`src/rtl/sio_regport_pkg.sv`:
```
package sio_regport_pkg;
    // Bank geometry shared by all modules of the register port
    localparam int NCH  = 2;
    localparam int DW   = 8;
    localparam int NREG = 16;
    localparam int PW   = $clog2(NREG);
    localparam int CHW  = $clog2(NCH);
    localparam int LW   = 4;

    // Register numbers whose position the behaviour depends on
    localparam logic [PW-1:0] REG_RXCFG = PW'(3);
    localparam logic [PW-1:0] REG_TXCFG = PW'(5);
    localparam logic [PW-1:0] REG_SHA   = PW'(2);
    localparam logic [PW-1:0] REG_RST   = PW'(9);

    // Field positions in the transmit and receive configuration registers
    localparam int TX_RTS = 1;
    localparam int TX_EN  = 3;
    localparam int TX_BRK = 4;
    localparam int TX_LEN = 5;
    localparam int TX_DTR = 7;
    localparam int RX_EN  = 0;
    localparam int RX_LEN = 6;

    typedef enum logic [1:0] {
        RST_NONE = 2'b00,
        RST_CH_B = 2'b01,
        RST_CH_A = 2'b10,
        RST_ALL  = 2'b11
    } rst_cmd_e;

    // Convert a two-bit length code into a character bit count
    function automatic logic [LW-1:0] len_count(input logic [1:0] code);
        case (code)
            2'b00:   len_count = LW'(5);
            2'b01:   len_count = LW'(7);
            2'b10:   len_count = LW'(6);
            default: len_count = LW'(8);
        endcase
    endfunction
endpackage

```
`src/rtl/sio_ptr.sv`:
```
// Register pointer of one channel.
// A control write at pointer zero loads a register number. Any control
// access at a nonzero pointer returns it to zero on the next clock.
// Assumes acc is already qualified to this channel's control location.
module sio_ptr #(
    parameter int PW = 4
) (
    input  logic          clk,
    input  logic          rst_n,
    input  logic          acc,
    input  logic          wr,
    input  logic [PW-1:0] load_val,
    output logic [PW-1:0] ptr
);
    logic [PW-1:0] ptr_nxt;

    // Next pointer: load on a write at zero, fall back to zero after a register access
    always_comb begin
        ptr_nxt = ptr;
        if (acc) begin
            if (ptr != '0)
                ptr_nxt = '0;
            else if (wr)
                ptr_nxt = load_val;
        end
    end

    // Pointer state with synchronous reset
    always_ff @(posedge clk) begin
        if (!rst_n)
            ptr <= '0;
        else
            ptr <= ptr_nxt;
    end

    a_r1_ptr_load: assert property (@(posedge clk) disable iff (!rst_n)
        (acc && wr && ptr == '0) |=> ptr == $past(load_val));

    a_r2_ptr_return: assert property (@(posedge clk) disable iff (!rst_n)
        (acc && ptr != '0) |=> ptr == '0);

    a_r3_ptr_idle: assert property (@(posedge clk) disable iff (!rst_n)
        (!acc) |=> $stable(ptr));
endmodule

```
`src/rtl/sio_chan_regs.sv`:
```
// Private register bank of one channel.
// A clear request wipes the whole bank and takes priority over a write.
// Assumes we is never raised with waddr zero, which is the pointer slot.
module sio_chan_regs
    import sio_regport_pkg::*;
#(
    parameter int DATA_W  = 8,
    parameter int REG_CNT = 16,
    localparam int AW     = $clog2(REG_CNT)
) (
    input  logic              clk,
    input  logic              rst_n,
    input  logic              clr,
    input  logic              we,
    input  logic [AW-1:0]     waddr,
    input  logic [DATA_W-1:0] wdata,
    input  logic [AW-1:0]     raddr,
    output logic [DATA_W-1:0] rdata,
    output logic [DATA_W-1:0] rx_cfg,
    output logic [DATA_W-1:0] tx_cfg
);
    logic [DATA_W-1:0] mem [REG_CNT];

    // Register storage: reset or clear wipes the bank, else a write stores one entry
    always_ff @(posedge clk) begin
        if (!rst_n || clr) begin
            for (int i = 0; i < REG_CNT; i++)
                mem[i] <= '0;
        end else if (we && waddr != '0) begin
            mem[waddr] <= wdata;
        end
    end

    // Read port and the two configuration registers that feed decode
    always_comb begin
        rdata  = mem[raddr];
        rx_cfg = mem[REG_RXCFG];
        tx_cfg = mem[REG_TXCFG];
    end

    a_r5_txcfg_store: assert property (@(posedge clk) disable iff (!rst_n)
        (we && !clr && waddr == REG_TXCFG) |=> tx_cfg == $past(wdata));

    a_r7_bank_clear: assert property (@(posedge clk) disable iff (!rst_n)
        clr |=> (tx_cfg == '0 && rx_cfg == '0));
endmodule

```
`src/rtl/sio_shared_regs.sv`:
```
// The register pair common to both channels.
// Only a full reset command clears it. The caller strips any command
// bits from the write data before it arrives here.
module sio_shared_regs #(
    parameter int DATA_W = 8,
    parameter int AW     = 4,
    parameter logic [AW-1:0] NUM_A = AW'(2),
    parameter logic [AW-1:0] NUM_B = AW'(9)
) (
    input  logic              clk,
    input  logic              rst_n,
    input  logic              clr,
    input  logic              we,
    input  logic [AW-1:0]     waddr,
    input  logic [DATA_W-1:0] wdata,
    input  logic [AW-1:0]     raddr,
    output logic [DATA_W-1:0] rdata
);
    logic [DATA_W-1:0] reg_a, reg_b;

    // Shared storage: clear has priority, otherwise store the addressed entry
    always_ff @(posedge clk) begin
        if (!rst_n || clr) begin
            reg_a <= '0;
            reg_b <= '0;
        end else if (we) begin
            if (waddr == NUM_A) reg_a <= wdata;
            if (waddr == NUM_B) reg_b <= wdata;
        end
    end

    // Read select between the two shared entries
    always_comb begin
        rdata = (raddr == NUM_A) ? reg_a : reg_b;
    end

    a_r7_shared_clear: assert property (@(posedge clk) disable iff (!rst_n)
        clr |=> (reg_a == '0 && reg_b == '0));
endmodule

```
`src/rtl/sio_regport.sv`:
```
// Register access port of a two-channel serial controller.
// Each channel has a control and a data location. Control accesses go
// through a per-channel pointer. Data accesses become datapath strobes.
// Assumes at most one access per cycle; a write wins over a read.
module sio_regport
    import sio_regport_pkg::*;
#(
    parameter int DATA_W  = DW,
    parameter int REG_CNT = NREG,
    parameter int CH_CNT  = NCH,
    localparam int AW     = $clog2(REG_CNT),
    localparam int CW     = $clog2(CH_CNT)
) (
    input  logic                     clk,
    input  logic                     rst_n,
    input  logic                     bus_ch,
    input  logic                     bus_data,
    input  logic                     bus_wr,
    input  logic                     bus_rd,
    input  logic [DATA_W-1:0]        bus_wdata,
    output logic [DATA_W-1:0]        bus_rdata,
    input  logic [CH_CNT-1:0]        st_rx_ready,
    input  logic [CH_CNT-1:0]        st_tx_empty,
    input  logic [CH_CNT-1:0]        st_dcd,
    input  logic [CH_CNT-1:0]        st_cts,
    input  logic [CH_CNT-1:0]        st_break,
    input  logic [CH_CNT*DATA_W-1:0] rx_byte,
    output logic [CH_CNT-1:0]        rx_take,
    output logic [CH_CNT-1:0]        tx_load,
    output logic [DATA_W-1:0]        tx_byte,
    output logic [CH_CNT-1:0]        line_rts,
    output logic [CH_CNT-1:0]        line_dtr,
    output logic [CH_CNT-1:0]        tx_enable,
    output logic [CH_CNT-1:0]        tx_break,
    output logic [CH_CNT*LW-1:0]     tx_bits,
    output logic [CH_CNT-1:0]        rx_enable,
    output logic [CH_CNT*LW-1:0]     rx_bits
);
    localparam logic [DATA_W-1:0] CMD_MASK = {2'b11, {(DATA_W-2){1'b0}}};

    logic [AW-1:0]     ptr_q   [CH_CNT];
    logic [DATA_W-1:0] chan_rd [CH_CNT];
    logic [DATA_W-1:0] status  [CH_CNT];
    logic [AW-1:0]     sel_ptr;
    logic              ctl_wr, reg_wr, is_shared, sh_we;
    logic [DATA_W-1:0] sh_wdata, sh_rd;
    rst_cmd_e          cmd;
    logic [CH_CNT-1:0] clr_ch;
    logic              clr_sh;

    // Decode the control-side access and any reset command it carries
    always_comb begin
        sel_ptr   = ptr_q[bus_ch];
        ctl_wr    = !bus_data && bus_wr;
        reg_wr    = ctl_wr && sel_ptr != '0;
        is_shared = (sel_ptr == REG_SHA) || (sel_ptr == REG_RST);
        sh_we     = reg_wr && is_shared;
        sh_wdata  = (sel_ptr == REG_RST) ? (bus_wdata & ~CMD_MASK) : bus_wdata;
        cmd       = (reg_wr && sel_ptr == REG_RST) ? rst_cmd_e'(bus_wdata[DATA_W-1 -: 2])
                                                   : RST_NONE;
        clr_ch    = '0;
        clr_ch[0] = (cmd == RST_CH_A) || (cmd == RST_ALL);
        clr_ch[1] = (cmd == RST_CH_B) || (cmd == RST_ALL);
        clr_sh    = (cmd == RST_ALL);
    end

    sio_shared_regs #(
        .DATA_W(DATA_W), .AW(AW), .NUM_A(REG_SHA), .NUM_B(REG_RST)
    ) u_shared (
        .clk(clk), .rst_n(rst_n), .clr(clr_sh), .we(sh_we),
        .waddr(sel_ptr), .wdata(sh_wdata), .raddr(sel_ptr), .rdata(sh_rd)
    );

    for (genvar c = 0; c < CH_CNT; c++) begin : g_ch
        logic              hit, acc_c, we_c;
        logic [DATA_W-1:0] rx_cfg, tx_cfg;

        // Qualify bus activity to this channel
        always_comb begin
            hit   = (bus_ch == CW'(c));
            acc_c = hit && !bus_data && (bus_wr || bus_rd);
            we_c  = hit && reg_wr && !is_shared;
        end

        sio_ptr #(.PW(AW)) u_ptr (
            .clk(clk), .rst_n(rst_n), .acc(acc_c), .wr(bus_wr),
            .load_val(bus_wdata[AW-1:0]), .ptr(ptr_q[c])
        );

        sio_chan_regs #(.DATA_W(DATA_W), .REG_CNT(REG_CNT)) u_regs (
            .clk(clk), .rst_n(rst_n), .clr(clr_ch[c]), .we(we_c),
            .waddr(sel_ptr), .wdata(bus_wdata), .raddr(sel_ptr),
            .rdata(chan_rd[c]), .rx_cfg(rx_cfg), .tx_cfg(tx_cfg)
        );

        // Field decode into line outputs, length counts and the status byte
        always_comb begin
            line_rts[c]  = tx_cfg[TX_RTS];
            line_dtr[c]  = tx_cfg[TX_DTR];
            tx_enable[c] = tx_cfg[TX_EN];
            tx_break[c]  = tx_cfg[TX_BRK];
            rx_enable[c] = rx_cfg[RX_EN];
            tx_bits[c*LW +: LW] = len_count(tx_cfg[TX_LEN +: 2]);
            rx_bits[c*LW +: LW] = len_count(rx_cfg[RX_LEN +: 2]);
            status[c]    = '0;
            status[c][0] = st_rx_ready[c];
            status[c][2] = st_tx_empty[c];
            status[c][3] = st_dcd[c];
            status[c][5] = st_cts[c];
            status[c][7] = st_break[c];
            tx_load[c]   = hit && bus_data && bus_wr;
            rx_take[c]   = hit && bus_data && bus_rd && !bus_wr;
        end
    end

    // Read-data select: receive lane, status, shared pair or private bank
    always_comb begin
        tx_byte = bus_wdata;
        if (!bus_rd)
            bus_rdata = '0;
        else if (bus_data)
            bus_rdata = rx_byte[bus_ch*DATA_W +: DATA_W];
        else if (sel_ptr == '0)
            bus_rdata = status[bus_ch];
        else if (is_shared)
            bus_rdata = sh_rd;
        else
            bus_rdata = chan_rd[bus_ch];
    end

    a_r2_data_keeps_ptr: assert property (@(posedge clk) disable iff (!rst_n)
        bus_data |=> (ptr_q[0] == $past(ptr_q[0]) && ptr_q[1] == $past(ptr_q[1])));

    a_r8_b_survives: assert property (@(posedge clk) disable iff (!rst_n)
        (clr_ch[0] && !clr_ch[1]) |=> ($stable(tx_bits[2*LW-1:LW]) && $stable(rx_bits[2*LW-1:LW])
                                        && $stable(line_rts[1]) && $stable(rx_enable[1])));

    a_r8_a_survives: assert property (@(posedge clk) disable iff (!rst_n)
        (clr_ch[1] && !clr_ch[0]) |=> ($stable(tx_bits[LW-1:0]) && $stable(rx_bits[LW-1:0])
                                        && $stable(line_rts[0]) && $stable(rx_enable[0])));

    a_r10_reset_lines: assert property (@(posedge clk)
        !rst_n |=> (line_rts == '0 && line_dtr == '0 && tx_enable == '0 && rx_enable == '0));
endmodule

```
`config.mk`:
```
export PLATFORM = sky130hd
export DESIGN_NAME = sio_regport
export DESIGN_NICKNAME = d
export VERILOG_FILES = /design/src/rtl/sio_regport_pkg.sv /design/src/rtl/sio_ptr.sv /design/src/rtl/sio_chan_regs.sv /design/src/rtl/sio_shared_regs.sv /design/src/rtl/sio_regport.sv
export SDC_FILE = /design/constraint.sdc
export NUM_CORES = 1
export LEC_CHECK = 0
export ABC_AREA = 1
export BUFFER_PORTS_ARGS = -buffer_cell sky130_fd_sc_hd__buf_2
export CAP_MARGIN = 30
export CORE_MARGIN = 2
export CORE_UTILIZATION = 45
export CTS_CLUSTER_DIAMETER = 40
export DETAILED_ROUTE_END_ITERATION = 8
export GPL_TIMING_DRIVEN = 0
export PLACE_DENSITY_LB_ADDON = 0.2
export SYNTH_ARGS = -nofsm -noshare
export SYNTH_HDL_FRONTEND = slang
export SYNTH_HIERARCHICAL = 1
export SYNTH_SLANG_ARGS = --single-unit
```
`constraint.sdc`:
```
create_clock -name clk -period 4.2 [get_ports clk]
set_clock_uncertainty 0.2 [all_clocks]
set_input_delay 0.84 -clock clk [delete_from_list [all_inputs] [get_ports clk]]
set_output_delay 0.84 -clock clk [all_outputs]
set_load 0.01 [all_outputs]
```
==> results.py <==
metrics = {
    "status": {
        "outcome": "finished clean",
    },
    "detailed_routing": {
        "drt-pass1-iter-count": 6,
        "wirelength_um": 43000,
        "routed_wire_length_per_instance_um": 17.9,
        "post_drt_via_cell_ratio": 5.12,
        "drtAntennaViolNets": 0,
        "drc": 0,
        "vias": 12300,
        "first_iter_violations": 1228,
    },
    "timing": {
        "report.final.slew_viol_count": 0,
        "tightestPinTransition_ps": 836,
        "whs_ps": 277,
        "worst_slew_margin_rel_pct": 44.2,
        "grt_setup_unrepaired": "true",
        "hold_violation_total_from_the_final_report": 0,
        "final_period_minus_worst_setup_slack_ps": 4160,
        "achievable_clock_frequency_mhz": 240,
        "setup_viol_count_final": 0,
        "layout_worst_path_cycle_share_pct": 99.0,
    },
    "synthesis": {
        "post_synth_and_or_nand_nor_area_fraction_pct": 32.0,
        "multiplexer_share_of_the_synthesized_area_pct": 0.603,
        "post_synth_num_cell_types": 37,
        "synth_xor_xnor_area_share_pct": 0,
        "synth_compound_gate_area_share_pct": 1.42,
        "avgSynthCellArea_sq_um": 8.39,
        "synthesis.yosys.warnings": 6,
        "largest_family_of_logic_cells_by_synthesized_area": "simple AND/OR/NAND/NOR gates",
        "synth.cell_area_sq_um": 14900,
        "proportion_of_synthesized_chip_area_in_sequential_cells_pct": 54.7,
        "postSynthCellCount": 1781,
        "synthAdderAreaFrac_pct": 1.00,
        "yosys_register_bits": 280,
    },
    "pwr": {
        "static-leakage-power_nw": 8.01,
        "power.internal_w": 0.00559,
        "seqPwrFrac_pct": 42.1,
        "power_dissipated_by_switching_net_loads_w": 0.00194,
        "switching_share_pct": 25.8,
        "vdd.ir_drop.worst_mv": 0.237,
        "share_clk_of_total_power_pct": 45.2,
        "pwr_density_cell_nw_per_um2": 430,
        "share_comb_of_total_power_pct": 12.7,
    },
    "placed_design": {
        "place_congestion": 0.924,
        "placed_cells": 2321,
        "io_buffers": 84,
        "sum_of_net_half_perimeters_after_detailed_placement_um": 30800,
    },
    "die": {
        "die_y_um": 186,
        "initial_cell_density_of_the_core_pct": 45.8,
        "core_region_area_sq_um": 32600,
        "die_area_sq_um": 34700,
        "placementRows": 66,
        "dieWidth_um": 186,
        "io_pins": 86,
    },
    "cts": {
        "cts.sinks": 280,
        "clkSlewWorstSetupHoldPaths_ps": 50,
        "cts_buffer_depth": 3,
        "worst_skew_pair.late_latency_ps": 530,
        "ctsHoldBuffers": 0,
        "cts_tree": "built",
        "clock_tree.root_cell": "sky130_fd_sc_hd__clkbuf_16",
        "cts-htree-levels": 2,
        "cts-buffers-inserted": 40,
    },
    "grt": {
        "number_of_global_route_vias_before_repair": 11300,
        "grt_first_pass_wirelength_um": 65200,
        "pin_count_of_the_biggest_net_entering_global_routing": 16,
        "groute.layer.met3.usage_pct": 4.87,
        "gr-max-usage-layer": "met2",
        "globalRouteMet2Util_pct": 38.6,
        "grt_remaining_overflow": 0,
        "globalRouteTotalUtil_pct": 25.2,
        "grt_antenna_before_repair": 0,
        "use_met1_pct": 36.4,
    },
    "flow_run": {
        "timing.max_cap.violations": 0,
    },
    "critical_path": {
        "setup.worst_path.end_class": "output pin",
        "critical_path_peak_fanout": 11,
        "worst-endpoint-required_ps": 3160,
        "cp_data_arrival_time_ps": 3120,
        "cp-start-kind": "primary input",
        "crit_path_category": "primary input to output pin",
    },
    "cells_and_area": {
        "post_route_cells_drive_above_1_share_pct": 15.1,
        "layout.filler_cells": 3047,
        "fin_cells": 2397,
        "antenna_cells": 0,
        "area.growth.synth_to_final_pct": 17.2,
        "nets": 1976,
    },
    "hold_path": {
        "min_path_type": "register to register",
    },
}
==> worst max-delay path: stages <==
cell	delay, ps
sky130_fd_sc_hd__buf_6	120
sky130_fd_sc_hd__inv_4	60
sky130_fd_sc_hd__buf_6	140
sky130_fd_sc_hd__nand2_4	70
sky130_fd_sc_hd__nand2_8	160
sky130_fd_sc_hd__buf_4	220
sky130_fd_sc_hd__buf_4	250
sky130_fd_sc_hd__nand2_1	80
sky130_fd_sc_hd__nand3_1	100
sky130_fd_sc_hd__nand3_1	150
sky130_fd_sc_hd__nand3_1	210
sky130_fd_sc_hd__nand2_1	140
sky130_fd_sc_hd__mux2i_1	150
sky130_fd_sc_hd__nand2_1	90
sky130_fd_sc_hd__nand3_1	90
sky130_fd_sc_hd__a21oi_1	70
sky130_fd_sc_hd__buf_2	150
==> metal layers <==
metal  up-vias  part of all wire, %
li1       5893                    -
met1      5761                   44
met2       524                   44
met3        85                  8.8
met4         0                  2.9
met5         -                    0
==> final cells by class <==
cell class	instances	area, sq um	area share [%]
sequential	280	8170	46.6
buffer	87	557	3.18
inverter	290	1100	6.26
multi-input combinational	1138	5340	30.5
clock inverter	24	290	1.66
timing repair buffer	87	443	2.53
tap	442	553	3.16
clock buffer	49	1070	6.09
==> cells by family (layout without fill, tap and decap cells) <==
| family | count (synthesis) | count (layout) |
|---|---|---|
| and+or+nand+nor | 1064 | 1064 |
| DFF | 280 | 280 |
| buffers and inverters | 377 | 537 |
| muxes | 9 | 9 |
| other | 2 | 16 |
| adders and majority gates | 12 | 12 |
| AOI/OAI and AO/OA | 37 | 37 |
==> timing repair <==
| item | 4_1_cts | 5_1_grt |
|---|---|---|
| buffers inserted | 0 | 3 |
| setup endpoints to repair | 24 | 104 |
| hold endpoints to repair | 0 | 0 |
| gates resized for setup | 44 | 52 |
| pin swaps | 0 | 1 |
==> cell usage after synthesis <==
cell,count,area share (%)
sky130_fd_sc_hd__ha_1,12,1.0
sky130_fd_sc_hd__nand3_2,2,0.13
sky130_fd_sc_hd__inv_4,1,0.042
sky130_fd_sc_hd__conb_1,2,0.050
sky130_fd_sc_hd__nand3_4,18,2.1
sky130_fd_sc_hd__nand3b_2,1,0.075
sky130_fd_sc_hd__nand2_2,19,0.80
sky130_fd_sc_hd__nor2_2,11,0.46
sky130_fd_sc_hd__nor2_4,4,0.30
sky130_fd_sc_hd__nand2_8,1,0.13
sky130_fd_sc_hd__buf_8,1,0.10
sky130_fd_sc_hd__nor2_1,316,7.9
sky130_fd_sc_hd__inv_2,5,0.13
sky130_fd_sc_hd__buf_2,23,0.77
sky130_fd_sc_hd__nor3_1,7,0.23
sky130_fd_sc_hd__nand3_1,218,7.3
sky130_fd_sc_hd__nand3b_1,1,0.050
sky130_fd_sc_hd__o221ai_1,5,0.29
sky130_fd_sc_hd__edfxtp_1,256,51
sky130_fd_sc_hd__or2_2,1,0.042
sky130_fd_sc_hd__nand2_4,2,0.15
sky130_fd_sc_hd__a22oi_1,3,0.15
sky130_fd_sc_hd__nor2_8,3,0.40
sky130_fd_sc_hd__o21ai_1,2,0.067
sky130_fd_sc_hd__clkbuf_1,46,1.2
sky130_fd_sc_hd__nand3b_4,2,0.27
sky130_fd_sc_hd__inv_1,283,7.1
sky130_fd_sc_hd__nand2_1,450,11
sky130_fd_sc_hd__buf_1,2,0.050
sky130_fd_sc_hd__nand4_1,8,0.33
sky130_fd_sc_hd__clkinv_1,1,0.025
sky130_fd_sc_hd__dfxtp_1,24,3.2
sky130_fd_sc_hd__o21ai_0,11,0.37
sky130_fd_sc_hd__a21oi_1,16,0.54
sky130_fd_sc_hd__buf_6,4,0.30
sky130_fd_sc_hd__buf_4,11,0.55
sky130_fd_sc_hd__mux2i_1,9,0.60
==> path summary, 6_finish.rpt <==
check                        from                        to  slack (ps)  cells past startpoint
max                        bus_ch              bus_rdata[4]          40                     17
min             u_shared/reg_b[1]         u_shared/reg_b[1]         280                      2
max reg2reg  g_ch[0].u_ptr/ptr[3]  g_ch[1].u_regs/mem[4][0]         380                     15
min reg2reg     u_shared/reg_b[1]         u_shared/reg_b[1]         280                      2
==> power groups by stage <==
stage	clock network [W]	registers (W)	logic, W
after CTS	0.00346	0.00317	0.000928
final	0.00340	0.00317	0.000958
after global placement	0	0.00322	0.000903
after global routing	0.00356	0.00318	0.00104
after floorplan	0	0.00321	0.000577
after detailed placement	0	0.00322	0.000911
==> stage by stage <==
step	power (W)	TNS, ps	setup slack (ps)	utilization (%)	instance area, sq um
after floorplan	0.00379	0	556	-	15000
after global placement	0.00412	-101470	-577	49.0	16000
after detailed placement	0.00414	-128820	-634	49.0	16000
after CTS	0.00755	0	1.11	53.4	17400
after global routing	0.00778	-128	-80.3	53.7	17500
final	0.00753	0	41.8	53.7	17500
==> layout by cell type (no fill, tap or decap), types with 6 or more instances in the layout <==
cell | Yosys | layout
sky130_fd_sc_hd__a21oi_1 | 16 | 16
sky130_fd_sc_hd__buf_2 | 23 | 100
sky130_fd_sc_hd__buf_4 | 11 | 26
sky130_fd_sc_hd__buf_6 | 4 | 9
sky130_fd_sc_hd__bufinv_16 | 0 | 6
sky130_fd_sc_hd__clkbuf_1 | 46 | 27
sky130_fd_sc_hd__clkbuf_16 | 0 | 41
sky130_fd_sc_hd__clkbuf_2 | 0 | 6
sky130_fd_sc_hd__clkbuf_4 | 0 | 10
sky130_fd_sc_hd__clkinv_2 | 0 | 7
sky130_fd_sc_hd__conb_1 | 2 | 16
sky130_fd_sc_hd__dfxtp_1 | 24 | 24
sky130_fd_sc_hd__edfxtp_1 | 256 | 256
sky130_fd_sc_hd__ha_1 | 12 | 12
sky130_fd_sc_hd__inv_1 | 283 | 281
sky130_fd_sc_hd__inv_2 | 5 | 6
sky130_fd_sc_hd__mux2i_1 | 9 | 9
sky130_fd_sc_hd__nand2_1 | 450 | 444
sky130_fd_sc_hd__nand2_2 | 19 | 23
sky130_fd_sc_hd__nand3_1 | 218 | 216
sky130_fd_sc_hd__nand3_4 | 18 | 18
sky130_fd_sc_hd__nand4_1 | 8 | 8
sky130_fd_sc_hd__nor2_1 | 316 | 316
sky130_fd_sc_hd__nor2_2 | 11 | 11
sky130_fd_sc_hd__nor3_1 | 7 | 7
sky130_fd_sc_hd__o21ai_0 | 11 | 11
==> state kept, by name (all words and copies together), names as in the netlist <==
register,count
u_shared/reg_b,8
u_shared/reg_a,8
g_ch.u_ptr/ptr,8
g_ch.u_regs/mem,256
(Power assumes the default switching activity.)
